==> src/rtl/retire_pkg.sv <==
package retire_pkg;
  // Fixed characterization map: group index of a page within its block.
  function automatic int unsigned grp_of(input int unsigned page, input int unsigned ngroups);
    return (page ^ (page >> 4)) % ngroups;
  endfunction
endpackage

==> src/rtl/ret_decide.sv <==
module ret_decide #(
  parameter int CNT_W = 8
) (
  input  logic             rpt_valid,
  input  logic             mode_group,
  input  logic [CNT_W-1:0] thresh,
  input  logic [CNT_W-1:0] rpt_corr,
  output logic             hit_page,
  output logic             hit_group
);
  logic over;
  always_comb begin
    over      = rpt_valid && (rpt_corr >= thresh);
    hit_page  = over && !mode_group;
    hit_group = over && mode_group;
  end
endmodule

==> src/rtl/ret_page_store.sv <==
module ret_page_store #(
  parameter int NB    = 16,
  parameter int PAGES = 64,
  parameter int BLK_W = 4,
  parameter int PG_W  = 6
) (
  input  logic               clk,
  input  logic               rst,
  input  logic               set_en,
  input  logic [BLK_W-1:0]   set_blk,
  input  logic [PG_W-1:0]    set_pg,
  output logic [NB*PAGES-1:0] ret_q
);
  always_ff @(posedge clk) begin
    if (rst) ret_q <= '0;
    else if (set_en) ret_q[{set_blk, set_pg}] <= 1'b1;
  end
endmodule

==> src/rtl/ret_group_store.sv <==
module ret_group_store
  import retire_pkg::*;
#(
  parameter int NB     = 16,
  parameter int PAGES  = 64,
  parameter int NGRP   = 4,
  parameter int MARK_W = 8,
  parameter int BLK_W  = 4,
  parameter int PG_W   = 6,
  parameter int GRP_W  = 2
) (
  input  logic                 clk,
  input  logic                 rst,
  input  logic                 clr_en,
  input  logic [BLK_W-1:0]     clr_blk,
  input  logic [PG_W-1:0]      clr_pg,
  input  logic [BLK_W-1:0]     q_blk,
  input  logic [PG_W-1:0]      q_pg,
  output logic [GRP_W-1:0]     q_grp,
  output logic                 q_grp_ok,
  output logic [MARK_W-1:0]    q_row,
  output logic [NB*MARK_W-1:0] mark_q
);
  localparam int MI_W = $clog2(NB * MARK_W);
  localparam logic [MARK_W-1:0] HEALTHY = MARK_W'((1 << NGRP) - 1);

  logic [GRP_W-1:0] map_q [PAGES];
  logic [GRP_W-1:0] clr_grp;
  logic [MI_W-1:0]  clr_idx, q_idx, q_base;

  always_comb begin
    clr_grp  = map_q[clr_pg];
    q_grp    = map_q[q_pg];
    clr_idx  = MI_W'(int'(clr_blk) * MARK_W + int'(clr_grp));
    q_idx    = MI_W'(int'(q_blk) * MARK_W + int'(q_grp));
    q_base   = MI_W'(int'(q_blk) * MARK_W);
    q_grp_ok = mark_q[q_idx];
    q_row    = mark_q[q_base +: MARK_W];
  end

  always_ff @(posedge clk) begin
    if (rst) begin
      for (int p = 0; p < PAGES; p++) map_q[p] <= GRP_W'(grp_of(p, NGRP));
      for (int b = 0; b < NB; b++) mark_q[b*MARK_W +: MARK_W] <= HEALTHY;
    end else if (clr_en) begin
      mark_q[clr_idx] <= 1'b0;
    end
  end
endmodule

==> src/rtl/ret_tracker.sv <==
module ret_tracker #(
  parameter int NUM_BLOCKS = 16,
  parameter int PAGES      = 64,
  parameter int NUM_GROUPS = 4,
  parameter int MARK_W     = 8,
  parameter int CNT_W      = 8,
  localparam int BLK_W = $clog2(NUM_BLOCKS),
  localparam int PG_W  = $clog2(PAGES),
  localparam int GRP_W = (NUM_GROUPS > 1) ? $clog2(NUM_GROUPS) : 1
) (
  input  logic              clk,
  input  logic              rst,
  input  logic              mode_group,
  input  logic [CNT_W-1:0]  thresh,
  input  logic              rpt_valid,
  input  logic [BLK_W-1:0]  rpt_block,
  input  logic [PG_W-1:0]   rpt_page,
  input  logic [CNT_W-1:0]  rpt_corr,
  input  logic [BLK_W-1:0]  q_block,
  input  logic [PG_W-1:0]   q_page,
  output logic              q_page_ok,
  output logic [GRP_W-1:0]  q_group,
  output logic [MARK_W-1:0] q_mark
);
  logic hit_page, hit_group;
  logic [NUM_BLOCKS*PAGES-1:0]  ret_q;
  logic [NUM_BLOCKS*MARK_W-1:0] mark_q;
  logic [GRP_W-1:0]  q_grp_c;
  logic              q_grp_ok_c;
  logic [MARK_W-1:0] q_row_c;

  ret_decide #(.CNT_W(CNT_W)) decide_i (
    .rpt_valid(rpt_valid), .mode_group(mode_group), .thresh(thresh),
    .rpt_corr(rpt_corr), .hit_page(hit_page), .hit_group(hit_group));

  ret_page_store #(.NB(NUM_BLOCKS), .PAGES(PAGES), .BLK_W(BLK_W), .PG_W(PG_W)) pages_i (
    .clk(clk), .rst(rst), .set_en(hit_page), .set_blk(rpt_block),
    .set_pg(rpt_page), .ret_q(ret_q));

  ret_group_store #(.NB(NUM_BLOCKS), .PAGES(PAGES), .NGRP(NUM_GROUPS), .MARK_W(MARK_W),
                    .BLK_W(BLK_W), .PG_W(PG_W), .GRP_W(GRP_W)) groups_i (
    .clk(clk), .rst(rst), .clr_en(hit_group), .clr_blk(rpt_block), .clr_pg(rpt_page),
    .q_blk(q_block), .q_pg(q_page), .q_grp(q_grp_c), .q_grp_ok(q_grp_ok_c),
    .q_row(q_row_c), .mark_q(mark_q));

  always_ff @(posedge clk) begin
    if (rst) begin
      q_page_ok <= 1'b0;
      q_group   <= '0;
      q_mark    <= '0;
    end else begin
      q_page_ok <= !ret_q[{q_block, q_page}] && q_grp_ok_c;
      q_group   <= q_grp_c;
      q_mark    <= q_row_c;
    end
  end
endmodule

==> config.mk <==
export PLATFORM = sky130hd
export DESIGN_NAME = ret_tracker
export DESIGN_NICKNAME = d
export VERILOG_FILES = /design/src/rtl/retire_pkg.sv /design/src/rtl/ret_decide.sv /design/src/rtl/ret_page_store.sv /design/src/rtl/ret_group_store.sv /design/src/rtl/ret_tracker.sv
export SDC_FILE = /design/constraint.sdc
export NUM_CORES = 2
export LEC_CHECK = 0
export BUFFER_PORTS_ARGS = -buffer_cell sky130_fd_sc_hd__buf_2
export CAP_MARGIN = 20
export CORE_MARGIN = 1
export CORE_UTILIZATION = 40
export DETAILED_ROUTE_END_ITERATION = 8
export GPL_ROUTABILITY_DRIVEN = 1
export GPL_TIMING_DRIVEN = 1
export PLACE_DENSITY = 0.63
export SYNTH_ARGS = -nofsm -noshare
export SYNTH_HDL_FRONTEND = slang
export SYNTH_SLANG_ARGS = --single-unit
==> constraint.sdc <==
create_clock -name clk -period 3.8 [get_ports clk]
set_input_delay 0.76 -clock clk [delete_from_list [all_inputs] [get_ports clk]]
set_output_delay 0.76 -clock clk [all_outputs]
set_load 0.01 [all_outputs]
==> results.json <==
{
  "synth_edf_count": 0,
  "synthFlopType": "dfxtp_1",
  "r2r_slack_ns": 1.16,
  "cts_root_buf": "clkbuf_16",
  "dr_total_vias": 34068,
  "synth_cell_types": 66,
  "ir_drop_uv": 414,
  "switching_share": 0.232,
  "hold_end": "pages_i.ret_q[1019]",
  "syn_inst": 4609,
  "netlist.area_leader.share": 0.491,
  "cts_tree": "yes",
  "async_reset_ff_frac": 0,
  "cp-end-kind": "register",
  "initial_utilization": 0.403,
  "start_kind": "input pin",
  "post_cts_resized": 0,
  "ys_top_cells_by_area": "dfxtp_1 49%, o22ai_1 15%, mux4_2 11%",
  "holdCritStartpoint": "pages_i.ret_q[1019]",
  "dp_cells": 5907,
  "r2r_end": "q_page_ok",
  "cp_max_fo": 32,
  "path_class": "input pin to register",
  "final_nets": 4577,
  "clock.fmax_ghz": 0.318,
  "clock-sinks": 1095,
  "skew_ns": 0.0295,
  "rows": 122,
  "drt_iter0_markers": 3190,
  "yosys_warnings": 0,
  "drv_cap": 0,
  "p_switching_uw": 5500,
  "final.min_clock_period_ns": 3.14,
  "die_y_um": 336,
  "antenna_left": 0,
  "setup_viol": 0,
  "die-area_um2": 113000,
  "portBuffers": 46,
  "cp.required_ns": 4.45,
  "die_w_um": 336,
  "post_cts_buffers": 0,
  "final_cell_mix": "1,095 x dfxtp_1, 1,057 x o22ai_1, 1,035 x inv_1",
  "final_util": 0.455,
  "wl_per_cell_um": 20.2,
  "syn-cell-area_um2": 44600,
  "status": "complete, no violations",
  "p_per_area_nw_per_um2": 470,
  "period_share": 0.827,
  "worstPathArrival_ns": 3.79,
  "io_pins": 51,
  "internal_power_uw": 18200,
  "gp_congestion": 0.859,
  "antenna_found_initial": 1,
  "reg2reg_depth": 9,
  "numCtsBuffers": 108,
  "pwr-share-comb": 0.056,
  "slew_headroom": 0.240,
  "clock_path_buffers": 3,
  "clk_latency_ns": 0.70,
  "cts_hold_buf": 0,
  "hold_viol": 0,
  "p_leak_uw": 0.0161,
  "clock_power_share": 0.459,
  "cts.clk_slew.worst_paths_ns": 0.06,
  "grt_pass1_wl_um": 195000,
  "final_common_cell": "dfxtp_1",
  "r2r_start": "pages_i.ret_q[573]",
  "finalNonFillerCells": 6106,
  "dp_hpwl_um": 75100,
  "drt-total-wl_um": 124000,
  "regArea_um2": 21900,
  "final_layout_size_suffix_gt1_frac": 0.133,
  "multiInputGateArea_um2": 17100,
  "via_per_inst": 5.58,
  "holdWs_ns": 0.468,
  "rsz0062_at_grt": "no",
  "grt-ovfl-total": 0,
  "grt_pass1_vias": 33200,
  "hold_path_class": "register to register",
  "drc": 0,
  "min_path_cells": 2,
  "core_um2": 111000,
  "first_pass_iters": 5,
  "grt_max_degree": 225,
  "htree_num_levels": 3,
  "yosys.area.top_type": "dfxtp_1",
  "n_fill_cell": 10457,
  "final_max_slew_viol_count": 0,
  "ys_seq_area_frac": 0.491,
  "worst_slew_pin_slew_ns": 1.14,
  "ys_ff_latch": 1095,
  "track_usage": 0.217,
  "seq_power_share": 0.485,
  "synthToLayoutAreaGrowth_pct": 12.9,
  "synth_area_per_cell_um2": 9.68
}
[Yosys cell counts (all sizes together), types with 2 or more instances]
library cell,count
nor2b,14
nand4b,5
o311ai,3
o211ai,5
nand3,4
a211oi,24
a311o,2
o21a,2
or2,3
nor2,135
and3,5
nand2,173
inv,1038
a31oi,71
a22oi,36
o2111ai,3
o211a,2
ha,8
nor4,3
xor2,4
a311oi,2
mux2i,121
nand2b,7
mux4,241
nand4,8
nor3,14
a21o,3
nand3b,6
clkbuf,290
dfxtp,1095
or3b,4
xnor2,3
buf,89
o221ai,38
o22ai,1057
or3,3
and2,10
a221oi,6
a21oi,42
o21ai,15
[power groups by stage]
| stage | sequential, uW | combinational (uW) | clock [uW] |
|---|---|---|---|
| 6_report | 11500 | 1330 | 10900 |
| 5_1_grt | 11500 | 1390 | 11500 |
| 4_1_cts | 11500 | 1320 | 11000 |
| 3_5_place_dp | 11700 | 1320 | 0 |
| 3_3_place_gp | 11700 | 1310 | 0 |
| 2_1_floorplan | 11700 | 817 | 0 |
[area by class of cell]
type | instances | share of cell area
diodes | 3 | 0.000149
clock buffers | 155 | 0.0632
clock inverters | 41 | 0.00857
inverters | 1038 | 0.0774
multi-input cells | 2100 | 0.340
flip-flops and latches | 1095 | 0.435
well taps | 1488 | 0.0370
repair buffers | 186 | 0.0387
[cell families (layout without fill, tap and decap cells)]
| logic type | count (synthesis) | in the layout | share of synthesized area |
|---|---|---|---|
| muxes | 363 | 363 | 0.150 |
| and+or+nand+nor | 396 | 396 | 0.0388 |
| buffers and inverters | 1417 | 1420 | 0.126 |
| AOI/OAI and AO/OA | 1322 | 1322 | 0.190 |
| DFF | 1095 | 1095 | 0.491 |
| xor gates and xnor gates | 7 | 7 | 0.00154 |
| other | 1 | 7 | 0.0000841 |
| adders and majority gates | 8 | 8 | 0.00224 |
[layer usage]
metal,global-route usage,vias up,routed length [um]
met5,0,-,0
met4,0.0691,0,3160
met2,0.347,1047,57100
met3,0.0290,198,7740
met1,0.301,16638,55500
li1,-,16185,-
[worst max-delay path, stage by stage]
cell      delay (ns)
buf_8           0.19
buf_12          0.29
xor2_1          0.46
buf_4           0.35
mux4_2          0.27
mux2i_1         0.08
a221oi_1        0.30
nand2_1         0.28
nor4_1          0.42
buf_4           0.18
o221a_1         0.15
[flip-flops by register name (all words and copies together) (netlist names)]
signal / flops
q_mark: 4
pages_i.ret_q: 1024
q_group: 2
groups_i.mark_q: 64
q_page_ok: 1
[per-stage QoR]
step           power [uW]  instance area (um2)  setup WS (ns)  TNS (ns)
6_report            23700                50400          0.659         0
5_1_grt             24400                50400          0.482         0
4_1_cts             23800                50400          0.679         0
3_5_place_dp        13100                46700        -0.0580   -0.0580
3_3_place_gp        13100                46700        -0.0873   -0.0873
2_1_floorplan       12600                44600          0.845         0
[worst max-delay path by stage]
stage | slack (ns) | startpoint | to | cells past startpoint
floorplan | 0.84 | q_page[0] | q_page_ok | 11
global placement | -0.09 | q_page[0] | q_page_ok | 11
detailed placement | -0.06 | q_page[0] | q_page_ok | 11
CTS | 0.68 | q_page[0] | q_page_ok | 11
global route | 0.48 | q_page[0] | q_page_ok | 11
finish | 0.66 | q_page[0] | q_page_ok | 11
(Power assumes the default switching activity.)
